==> config.mk <==
export PLATFORM = sky130hd
export DESIGN_NAME = serial_acc_unit
export DESIGN_NICKNAME = d
export VERILOG_FILES = /design/src/rtl/sacc_pkg.sv /design/src/rtl/sacc_sequencer.sv /design/src/rtl/sacc_bit_alu.sv /design/src/rtl/sacc_acc_reg.sv /design/src/rtl/serial_acc_unit.sv
export SDC_FILE = /design/constraint.sdc
export NUM_CORES = 1
export LEC_CHECK = 0
export ABC_AREA = 1
export ABC_CLOCK_PERIOD_IN_PS = 4400
export BUFFER_PORTS_ARGS = -buffer_cell sky130_fd_sc_hd__buf_2
export CAP_MARGIN = 20
export CORE_ASPECT_RATIO = 0.7
export CORE_UTILIZATION = 30
export DETAILED_ROUTE_END_ITERATION = 10
export PLACE_DENSITY = 0.43
export SYNTH_ARGS = -nofsm -noshare
export SYNTH_HDL_FRONTEND = slang
export SYNTH_SLANG_ARGS = --single-unit
==> constraint.sdc <==
create_clock -name clk -period 4.4 [get_ports clk]
set_input_delay 0.22 -clock clk [delete_from_list [all_inputs] [get_ports clk]]
set_output_delay 0.22 -clock clk [all_outputs]
set_load 0.05 [all_outputs]
==> src/rtl/sacc_pkg.sv <==
package sacc_pkg;

  typedef enum logic [2:0] {
    OP_HOLD = 3'd0,
    OP_LOAD = 3'd1,
    OP_ADD  = 3'd2,
    OP_SUB  = 3'd3,
    OP_SRA  = 3'd4,
    OP_ROR  = 3'd5
  } sacc_op_e;

  // Map a raw code to a command; a zero-position shift becomes a hold.
  function automatic sacc_op_e sacc_decode(input logic [2:0] code, input logic amt_zero);
    sacc_op_e r;
    case (code)
      3'd1:    r = OP_LOAD;
      3'd2:    r = OP_ADD;
      3'd3:    r = OP_SUB;
      3'd4:    r = amt_zero ? OP_HOLD : OP_SRA;
      3'd5:    r = amt_zero ? OP_HOLD : OP_ROR;
      default: r = OP_HOLD;
    endcase
    return r;
  endfunction

  function automatic logic sacc_is_shift(input sacc_op_e op);
    return (op == OP_SRA) || (op == OP_ROR);
  endfunction

  // Carry value that enters bit 0 of a frame.
  function automatic logic sacc_carry_seed(input sacc_op_e op);
    return (op == OP_SUB);
  endfunction

  // One bit step. a0 is the accumulator bit at this position, a1 the next
  // higher one. Returns {carry_out, new_bit}.
  function automatic logic [1:0] sacc_bit_step(input sacc_op_e op, input logic a0,
                                              input logic a1, input logic b,
                                              input logic cin, input logic first,
                                              input logic last);
    logic nb;
    logic co;
    logic bx;
    nb = a0;
    co = cin;
    bx = (op == OP_SUB) ? ~b : b;
    case (op)
      OP_LOAD: nb = b;
      OP_ADD, OP_SUB: begin
        nb = a0 ^ bx ^ cin;
        co = (a0 & bx) | (a0 & cin) | (bx & cin);
      end
      OP_SRA: nb = last ? a0 : a1;
      OP_ROR: begin
        nb = last ? cin : a1;
        co = first ? a0 : cin;
      end
      default: nb = a0;
    endcase
    return {co, nb};
  endfunction

endpackage

==> src/rtl/sacc_sequencer.sv <==
module sacc_sequencer
  import sacc_pkg::*;
#(
  parameter int WIDTH = 32,
  localparam int IDXW = $clog2(WIDTH),
  localparam int REPW = IDXW + 1
) (
  input  logic            clk,
  input  logic            rst_n,
  input  logic            bit_en,
  input  logic            word_start,
  input  logic [2:0]      op_code,
  input  logic [IDXW-1:0] shift_amt,
  output logic            step,
  output logic            first,
  output logic            last,
  output sacc_op_e        eff_cmd,
  output sacc_op_e        cmd_q,
  output logic            busy
);

  logic            in_frame_q;
  logic [IDXW-1:0] idx_q;
  logic [REPW-1:0] reps_q;
  logic            fresh;
  sacc_op_e        new_cmd;
  logic [REPW-1:0] new_reps;

  assign step    = bit_en & (in_frame_q | word_start);
  assign first   = step & ~in_frame_q;
  assign last    = step & in_frame_q & (idx_q == IDXW'(WIDTH - 1));
  assign fresh   = first & (reps_q == '0);
  assign new_cmd = sacc_decode(op_code, shift_amt == '0);
  assign eff_cmd = fresh ? new_cmd : cmd_q;
  assign new_reps = sacc_is_shift(new_cmd) ? REPW'(shift_amt) : REPW'(1);
  assign busy    = (reps_q != '0);

  always_ff @(posedge clk or negedge rst_n) begin
    if (!rst_n) begin
      in_frame_q <= 1'b0;
      idx_q      <= '0;
    end else if (first) begin
      in_frame_q <= 1'b1;
      idx_q      <= IDXW'(1);
    end else if (last) begin
      in_frame_q <= 1'b0;
      idx_q      <= '0;
    end else if (step) begin
      idx_q      <= idx_q + 1'b1;
    end
  end

  always_ff @(posedge clk or negedge rst_n) begin
    if (!rst_n) begin
      reps_q <= '0;
      cmd_q  <= OP_HOLD;
    end else if (fresh) begin
      reps_q <= new_reps;
      cmd_q  <= new_cmd;
    end else if (last) begin
      reps_q <= reps_q - 1'b1;
    end
  end

endmodule

==> src/rtl/sacc_bit_alu.sv <==
module sacc_bit_alu
  import sacc_pkg::*;
(
  input  logic     clk,
  input  logic     rst_n,
  input  logic     step,
  input  logic     first,
  input  logic     last,
  input  sacc_op_e cmd,
  input  logic     a0,
  input  logic     a1,
  input  logic     opnd,
  output logic     new_bit
);

  logic       carry_q;
  logic       cin;
  logic [1:0] res;

  assign cin     = first ? sacc_carry_seed(cmd) : carry_q;
  assign res     = sacc_bit_step(cmd, a0, a1, opnd, cin, first, last);
  assign new_bit = res[0];

  always_ff @(posedge clk or negedge rst_n) begin
    if (!rst_n)    carry_q <= 1'b0;
    else if (step) carry_q <= res[1];
  end

endmodule

==> src/rtl/sacc_acc_reg.sv <==
module sacc_acc_reg #(
  parameter int WIDTH = 32
) (
  input  logic             clk,
  input  logic             rst_n,
  input  logic             step,
  input  logic             first,
  input  logic             last,
  input  logic             new_bit,
  output logic [WIDTH-1:0] acc_q,
  output logic             a0,
  output logic             a1,
  output logic             sign_o,
  output logic             zero_o
);

  logic nz_q;

  assign a0 = acc_q[0];
  assign a1 = acc_q[1];

  always_ff @(posedge clk or negedge rst_n) begin
    if (!rst_n) begin
      acc_q <= '0;
      nz_q  <= 1'b0;
    end else if (step) begin
      acc_q <= {new_bit, acc_q[WIDTH-1:1]};
      nz_q  <= first ? new_bit : (nz_q | new_bit);
    end
  end

  always_ff @(posedge clk or negedge rst_n) begin
    if (!rst_n) begin
      sign_o <= 1'b0;
      zero_o <= 1'b1;
    end else if (last) begin
      sign_o <= new_bit;
      zero_o <= ~(nz_q | new_bit);
    end
  end

endmodule

==> src/rtl/serial_acc_unit.sv <==
module serial_acc_unit
  import sacc_pkg::*;
#(
  parameter int WIDTH = 32,
  localparam int SHW = $clog2(WIDTH)
) (
  input  logic           clk,
  input  logic           rst_n,
  input  logic           bit_en,
  input  logic           word_start,
  input  logic [2:0]     op_code,
  input  logic [SHW-1:0] shift_amt,
  input  logic           opnd_bit,
  output logic           res_bit,
  output logic           res_valid,
  output logic           word_done,
  output logic           busy_o,
  output logic           sign_o,
  output logic           zero_o
);

  logic             step_w;
  logic             frame_begin;
  logic             frame_end;
  sacc_op_e         eff_cmd;
  sacc_op_e         cmd_q;
  logic             a0_w;
  logic             a1_w;
  logic             nb_w;
  logic [WIDTH-1:0] acc_w;

  sacc_sequencer #(.WIDTH(WIDTH)) u_seq (
    .clk        (clk),
    .rst_n      (rst_n),
    .bit_en     (bit_en),
    .word_start (word_start),
    .op_code    (op_code),
    .shift_amt  (shift_amt),
    .step       (step_w),
    .first      (frame_begin),
    .last       (frame_end),
    .eff_cmd    (eff_cmd),
    .cmd_q      (cmd_q),
    .busy       (busy_o)
  );

  sacc_bit_alu u_alu (
    .clk     (clk),
    .rst_n   (rst_n),
    .step    (step_w),
    .first   (frame_begin),
    .last    (frame_end),
    .cmd     (eff_cmd),
    .a0      (a0_w),
    .a1      (a1_w),
    .opnd    (opnd_bit),
    .new_bit (nb_w)
  );

  sacc_acc_reg #(.WIDTH(WIDTH)) u_acc (
    .clk     (clk),
    .rst_n   (rst_n),
    .step    (step_w),
    .first   (frame_begin),
    .last    (frame_end),
    .new_bit (nb_w),
    .acc_q   (acc_w),
    .a0      (a0_w),
    .a1      (a1_w),
    .sign_o  (sign_o),
    .zero_o  (zero_o)
  );

  assign res_bit   = nb_w;
  assign res_valid = step_w;
  assign word_done = frame_end;

endmodule

After elaboration in Yosys (flattened, before gate mapping):

Cells that the tools add are included.

* add/subtract/negate cells: 2
* eq/ne operators: 13
* multiplexer cells: 20
* bitwise gates (word level): 17
* reductions and logical operators: 8

Operators with widths (number)
* 2-to-1 mux 5 bit: 4
* equality test 3 bit, second input constant: 6
* one-hot mux 3 bit (5 select lines): 1
* equality test 3 x 2 -> 1 bit, second input constant: 4
* 2-to-1 mux 6 bit: 2
* 2-to-1 mux 3 bit: 3
* AND 1 bit: 8
* 2-to-1 mux 1 bit: 8
* equality test 3 x 1 -> 1 bit, second input constant: 2
* logical NOT 6 bit: 1
* nonzero test 6 bit: 1
* subtractor 6 x 1 -> 6 bit, second input constant: 1
* adder 5 x 1 -> 5 bit, second input constant: 1
* equality test 5 bit, second input constant: 1
* logical NOT 5 bit: 1
* OR 1 bit: 4
* one-hot mux 1 bit (4 select lines): 1
* nonzero test 2 bit: 2
* NOT 1 bit: 3
* nonzero test 3 bit: 1
* one-hot mux 1 bit (2 select lines): 1
* OR reduction 2 bit: 1
* XOR 1 bit: 2
* logical OR 1 bit: 1

* register bits after elaboration: 51
* input bits: 13
* output and inout bits: 6
* logic and storage cells: 69

Depth between registers and ports, before layout:

Gate-level depths: netlist (run 1).

* depth after elaboration: 12
* depth in mapped cells: 18
* depth with buffers taken out: 18

Hierarchy:

Synthesis (run 1) repeated with hierarchy kept, for this count alone.

* cells, all modules: 326
* area, all modules: 2662.6 sq um

Modules (own cells, without submodules)
* sacc_acc_reg: times used 1, cells an instance 151, area an instance 1485.2 sq um
* sacc_sequencer: times used 1, cells an instance 125, area an instance 918.4 sq um
* sacc_bit_alu: times used 1, cells an instance 50, area an instance 259.0 sq um

Worst setup path after synthesis (run 1):

Ideal clock, no wire load.

* path kind: register -> output
* from: register u_seq.reps_q[0]
* to: output res_bit
* arrival time: 2560 ps
* slack: 1620 ps
* cell stages (with the launch flop): 16
* buffers on the path: 0
* path through: dfrtp_1 > inv_1 > ha_1 > nand3_2 > nor2_4 > nand2_1 > nand2_2 > nand3_2 > xnor2_2 > ha_1 > inv_1 > nand3_1 > nand3_1 > nand3_2 > nand2_2 > inv_1

* cells in the longest elaborated chain, start to end: 8

Ends and longest elaborated chain
* start: declaration: line sacc_sequencer.sv:24 `logic [REPW-1:0] reps_q;`
* start signal: assignment: line sacc_sequencer.sv:58 `reps_q <= new_reps;`
* start signal: assignment: line sacc_sequencer.sv:61 `reps_q <= reps_q - 1'b1;`
* logical NOT 6 bit *: line sacc_sequencer.sv:32 `assign fresh = first & (reps_q == '0);`
* AND 1 bit *: line sacc_sequencer.sv:32
* 2-to-1 mux 3 bit *: line sacc_sequencer.sv:34 `assign eff_cmd = fresh ? new_cmd : cmd_q;`
* equality test 3 x 2 -> 1 bit: line sacc_pkg.sv:32, sacc_pkg.sv:46, sacc_pkg.sv:47
* 2-to-1 mux 1 bit: line sacc_pkg.sv:46 `bx = (op == OP_SUB) ? ~b : b;`
* XOR 1 bit (2 in a row): line sacc_pkg.sv:50 `nb = a0 ^ bx ^ cin;`
* one-hot mux 1 bit (4 select lines) *: line sacc_pkg.sv:47 `case (op)`
* end: declaration: line serial_acc_unit.sv:14 `output logic res_bit,`

Mark *: on every way between the ends. The rest lies on a longest branch, timed or not.

Final worst setup path (run 1):

* from: register u_seq.reps_q[0]
* to: output res_bit

* cells in the longest elaborated chain, start to end: 8

Ends and longest elaborated chain
* logical NOT 6 bit *: line sacc_sequencer.sv:32
* AND 1 bit *: line sacc_sequencer.sv:32
* 2-to-1 mux 3 bit *: line sacc_sequencer.sv:34
* via eff_cmd[0]: line serial_acc_unit.sv:25 `sacc_op_e eff_cmd;`
* equality test 3 x 2 -> 1 bit: line sacc_pkg.sv:32, sacc_pkg.sv:46, sacc_pkg.sv:47
* 2-to-1 mux 1 bit: line sacc_pkg.sv:46
* XOR 1 bit (2 in a row): line sacc_pkg.sv:50
* one-hot mux 1 bit (4 select lines) *: line sacc_pkg.sv:47

Mark *: on every way through the listed nets, which the timed path passes. The rest lies on a longest branch.

==> results of run 1 <==
where the power goes:
group          total, mW  internal [mW]  switching (mW)
Clock              0.495          0.326           0.169
Combinational      0.356          0.126           0.229
Sequential         0.702          0.624          0.0782
sequential cells by signal, summed over array words and instances, names as in the netlist:
name	count
u_acc.acc_q	32
u_seq.reps_q	6
u_seq.idx_q	5
u_seq.cmd_q	3
u_acc.nz_q	1
u_acc.sign_o	1
u_acc.zero_o	1
u_alu.carry_q	1
u_seq.in_frame_q	1
how the worst min path moves through the flow:
stage / depth (start not counted) / end / slack [ns] / start
after floorplan: 0 / u_acc.acc_q[0]$_DFFE_PN0N_ / -0.08 / rst_n
after global placement: 2 / u_acc.acc_q[11]$_DFFE_PN0N_ / 0.39 / rst_n
after detailed placement: 2 / u_acc.acc_q[11]$_DFFE_PN0N_ / 0.38 / rst_n
after CTS: 2 / u_acc.acc_q[11]$_DFFE_PN0N_ / 0.08 / rst_n
after global routing: 2 / u_acc.acc_q[12]$_DFFE_PN0N_ / 0.10 / rst_n
final: 2 / u_acc.acc_q[12]$_DFFE_PN0N_ / 0.04 / rst_n
synthesized netlist by cell type (4+ instances only):
master,count
o21ai_0,40
nand2_1,75
nand4_1,5
ha_1,6
nand3_1,12
dfrtp_1,50
inv_1,41
clkbuf_1,7
nor2_1,16
nor3_1,4
kinds of logic (layout without fill, tap and decap cells):
logic type	after synthesis	count (layout)	share of synthesized area, %
flops	51	51	51.18
compound gates	54	54	12.08
xor+xnor	4	4	1.705
buf+inv	51	73	7.669
fa+ha+maj	6	6	3.007
simple gates	129	129	24.36
final cells by class:
| type | count | share of cell area (%) |
|---|---|---|
| clock buffers | 6 | 4.442 |
| clock inverters | 2 | 2.070 |
| inverters | 44 | 5.692 |
| multi-input cells | 193 | 35.53 |
| flip-flops and latches | 51 | 44.03 |
| well taps | 101 | 4.355 |
| repair buffers | 21 | 3.881 |
layer usage:
layer / share of wire (%) / routed length [um]
met1: 57 / 2835
met5: 0 / 0
met4: 0.80 / 40
met2: 40 / 1982
met3: 3.1 / 156
metrics by stage:
stage	setup slack (ns)	total power, mW	instance area (sq um)	hold WS [ns]
floorplan	1.620	0.9704	2496	-0.07559
global placement	1.699	1.073	2713	0.3888
detailed placement	1.664	1.072	2713	0.3837
CTS	1.358	1.575	2902	0.07692
global route	1.130	1.681	2902	0.1008
finish	1.367	1.552	2902	0.04024
==> metrics, run 1 <==
status=completed; final setup vio count=0; GPL Wtd Cong=approximately 0.80; Critical Path Start=u_seq.reps_q[0]$_DFFE_PN0P_; commonest non-fill, non-tap cell in the layout=nand2_1; # resized after CTS=0; r2r endpoint=u_acc.nz_q$_DFFE_PN0N_; Non-Filler Instances=418; detailed-route wire length=around 5.0 mm; dominant cell type by area after synthesis=dfrtp_1; clock insertion delay at the later pin of the skew report=around 0.29 ns; WP depth=18; CTS sink cnt=slightly above 50; Fin. Hold Viols=0; buffer depth of the longest clock path=2; Synth top area share=about half; post-synthesis async set-or-reset flop share=100.0%; H-tree Lvls=2; total grt overflow=0; hpwl dp=roughly 3.5 mm; yosys warns=0; Post-synth top flop=dfrtp_1; filler instances=just over 800; Final Slew Violations=0; CP Data Required Time=4.18 ns; # IOs=19; CP bufs+invs=4; Crit. End Element=output pin; min cycle time layout=about 3 ns; most used routing layer=met1; die span in x=roughly 110 um; Multi-input gate area=~0.0010 sq mm; HP Class=in -> async; clock root buffer=clkbuf_16; routing usage on met3=2.857%; ranking of synthesized cells by area=dfrtp_1 50%, nand2_1 11%, o21ai_0 8.0%; Post-synth EDFFs=0; die height=78.32 um; R2R depth=17; Final ANT Viol Nets=0; Area growth syn-to-layout=16.24%; Clk pin slew, worst setup/hold paths=0.07 ns; Setup TNS Final=0 ns; area of the core=0.007973 sq mm; met2 GRT Util=18.11%; DR iter-0 viols=80; flops & latches, synth=slightly above 50; ant diodes=0; FF-to-FF setup slack=approximately 1.9 ns; most frequent cells in the layout=75 x nand2_1, 50 x dfrtp_1, 41 x inv_1, 40 x o21ai_0, 18 x buf_2; critical-path cell list=inv_1 > ha_1 > nand2_1 > nor2_4 > nand2_4 > nor2_1 > nand2_1 > nand2_2 > nand3_2 > xnor2_2 > ha_1 > inv_1 > nand3_1 > nand3_1 > nand3_2 > nand2_2 > inv_1 > buf_2; WP data arrival=2.81 ns; met1 usage=~19%; leakage=approximately 1.4 nW; r2r startpoint=u_seq.reps_q[0]$_DFFE_PN0P_; drt pass-1 iters=4; cts bufs inserted=5; cell count after placement=between 400 and 500; first-pass GRT wire length=just under 9 mm; fin util=between 30% and 40%; crit path kind=reg -> out; Setup crit end=res_bit; count of cell types in the netlist=31; number of global-route vias before repair=roughly 1800; Critical-path top delay cell=dfrtp_1; maximum VDD drop=roughly 0.23 mV; total number of vias=around 1900; clk_skew=about 0.0095 ns; Nets=approximately 340; Cells after Synth=295; RSZ-0062 raised after global routing=false; CP max stage delay=~0.36 ns; gr usage total=12.78%; critical path's most frequent cell=inv_1; Setup Fix Bufs, Post-CTS=0; DR DRC count=0; Post-CTS Hold Buffers=0; Post-Syn Nets=about 310; initial antenna violation count=0; post-synthesis sequential area ratio=between 50% and 60%; Worst Path Max Fanout=8; post-route clock period utilization=between 60 and 70%; power density over the cells=535.1 mW/mm^2; Reg area=0.001277 sq mm; initial core utilization=between 30% and 40%; average cell area after synthesis=8.462 sq um; share of layout cells above drive strength 1=approximately 16%; Slew HR=between 50% and 60%; WL/cell=between 10 and 15 um; Worst path top cell family by delay=simple AND/OR/NAND/NOR gates; max_cap viols=0; Rows=27; largest net degree at the start of global routing=between 50 and 60; Die ar.=~0.0087 sq mm; IO buf count=18; Slew @ Worst Pin=~0.65 ns; CTS tree=built; maximum clock frequency=0.3297 GHz; critical path launch point type=flop; area of the mapped netlist=between 0.002 and 0.0025 sq mm; drt via density=around 4.5
(Power assumes the default switching activity.)
==> run 2, diff against run 1 <==
--- a/config.mk
+++ b/config.mk
@@ -6,7 +6,7 @@
 export NUM_CORES = 1
 export LEC_CHECK = 0
 export ABC_AREA = 1
-export ABC_CLOCK_PERIOD_IN_PS = 4400
+export ABC_CLOCK_PERIOD_IN_PS = 3180
 export BUFFER_PORTS_ARGS = -buffer_cell sky130_fd_sc_hd__buf_2
 export CAP_MARGIN = 20
 export CORE_ASPECT_RATIO = 0.7
==> constraint.sdc (replaced) <==
create_clock -name clk -period 3.18 [get_ports clk]
set_input_delay 0.159 -clock clk [delete_from_list [all_inputs] [get_ports clk]]
set_output_delay 0.159 -clock clk [all_outputs]
set_load 0.05 [all_outputs]
==> run 2 against run 1 <==
  * The flow now finishes with violations (hold timing)
  * Critical path type unchanged
  * Count of clock-buffer cells in the layout is 1 lower
  * Clock skew shrank 0.0056 ns
  * Sequential power is 38% higher
==> metrics, run 2 (same netlist as run 1, synthesis figures left out) <==
Clk pin slew, worst setup/hold paths=0.07 ns; GPL Wtd Cong=0.8463; FF-to-FF setup slack=approximately 0.68 ns; HP Class=in -> async; initial antenna violation count=0; DR DRC count=0; Crit. End Element=output pin; maximum VDD drop=~0.23 mV; Setup TNS Final=0 ns; number of global-route vias before repair=1854; Slew @ Worst Pin=about 0.88 ns; H-tree Lvls=2; gr usage total=12.98%; DR iter-0 viols=a little under 90; leakage=roughly 1.4 nW; drt via density=between 4 and 5; Setup WS pre-CTS=approximately 0.51 ns; WP data arrival=around 2.8 ns; Tot Pwr=around 2.0 mW; die span in x=~110 um; Worst Path Max Fanout=8; clock insertion delay at the later pin of the skew report=0.29 ns; met1 WL=roughly 2.9 mm; post-route clock period utilization=92.78%; die height=between 70 and 80 um; crit path kind=reg -> out; area of the core=around 0.008 sq mm; R2R depth=17; clock root buffer=clkbuf_16; cts bufs inserted=5; drt pass-1 iters=4; clk_skew=about 0.004 ns; WL met2=2.000 mm; # IOs=19; CTS sink cnt=51; Die ar.=between 0.008 and 0.009 sq mm; failing checks=hold timing; Multi-input gate area=a little over 0.001 sq mm; WL/cell=roughly 12 um; r2r startpoint=u_seq.reps_q[0]$_DFFE_PN0P_; total number of vias=1843; Setup Fix Bufs, Post-CTS=0; critical path launch point type=flop; Final Slew Violations=0; buffer depth of the longest clock path=2; hpwl dp=3.572 mm; Rows=27; Highest Signal Layer=met4; commonest non-fill, non-tap cell in the layout=nand2_1; final setup vio count=0; most frequent cells in the layout=75 x nand2_1, 50 x dfrtp_1, 41 x inv_1, 40 x o21ai_0, 17 x buf_2; total grt overflow=0; filler instances=around 830; CTS tree=built; Final ANT Viol Nets=0; initial core utilization=between 30 and 40%; CP Data Required Time=around 3.0 ns; Setup WS post-layout=0.2297 ns; Fin. Hold Viols=16; power density over the cells=695.3 mW/mm^2; Slew HR=roughly two fifths; Reg area=0.001277 sq mm; max_cap viols=0; RSZ-0062 raised after global routing=false; status=complete, but fails checks; detailed-route wire length=5.038 mm; maximum clock frequency=0.3390 GHz; Top Registers=u_acc.acc_q (32), u_seq.reps_q (6), u_seq.idx_q (5); Area growth syn-to-layout=14.89%; IO buf count=18; largest net degree at the start of global routing=39; r2r endpoint=u_acc.nz_q$_DFFE_PN0N_; min cycle time layout=2.950 ns; Reg with most FFs=u_acc.acc_q; ant diodes=0; Largest register FFs=32; share of layout cells above drive strength 1=about 16%; first-pass GRT wire length=between 8 and 9 mm; met3 WL=about 68 um; Min Hold Slack=-0.01282 ns; Nets=about 340
## run 2: cell types whose count changed in the layout (fill, tap and decap cells not counted), sizes merged
cell | before | now
clkinv | 0 | 1
bufinv | 2 | 0
clkinvlp | 0 | 2
## run 2: worst max-delay path, cell delays in order (launching register included)
cell	delay, ns
dfrtp_1	0.36
inv_1	0.15
ha_1	0.21
nand2_1	0.10
nor2_4	0.12
nand2_4	0.10
nor2_1	0.10
nand2_1	0.07
nand2_2	0.12
nand3_2	0.11
xnor2_2	0.16
ha_1	0.29
inv_1	0.06
nand3_1	0.06
nand3_1	0.11
nand3_2	0.09
nand2_2	0.08
inv_1	0.04
clkbuf_4	0.20
## run 2: how the worst max path moves through the flow
| stage | startpoint | end | cells past startpoint | slack (ns) |
|---|---|---|---|---|
| floorplan | u_seq.reps_q[0]$_DFFE_PN0P_ | res_bit | 15 | 0.46 |
| global placement | u_seq.reps_q[0]$_DFFE_PN0P_ | res_bit | 18 | 0.57 |
| detailed placement | u_seq.reps_q[0]$_DFFE_PN0P_ | res_bit | 18 | 0.51 |
| CTS | u_seq.reps_q[0]$_DFFE_PN0P_ | res_bit | 18 | 0.19 |
| global route | u_seq.reps_q[0]$_DFFE_PN0P_ | res_bit | 18 | 0.01 |
| finish | u_seq.reps_q[0]$_DFFE_PN0P_ | res_bit | 18 | 0.23 |
## run 2: metal layers
layer / vias up / global-route usage (%)
li1: 991 / -
met2: 9 / 18.74
met1: 841 / 19.39
met4: 0 / 3.649
met5: - / 0
met3: 2 / 2.780
## run 2: stage by stage
stage	instances	instance area [sq um]	util, %
final	419	2868	35.97
after global placement	411	2720	34.12
after floorplan	295	2496	-
after global routing	419	2868	35.97
after detailed placement	411	2720	34.12
after CTS	419	2865	35.94
## run 2: what timing repair did
action,in CTS,in global routing
endpoints found under the setup margin,0,1
resized for setup,0,1
hold buffers,0,0
## run 2: cell type report
cell class,instances,share of cell area (%)
Multi-Input combinational cell,193,35.95
Inverter,44,5.759
Tap cell,101,4.407
Timing Repair Buffer,22,4.276
Clock inverter,3,0.6981
Clock buffer,5,4.363
Sequential cell,51,44.55
## run 2: power by group
part | switching (mW) | internal, mW
clock network | 0.236 | 0.290
registers | 0.105 | 0.863
logic | 0.323 | 0.178
total | 0.664 | 1.33
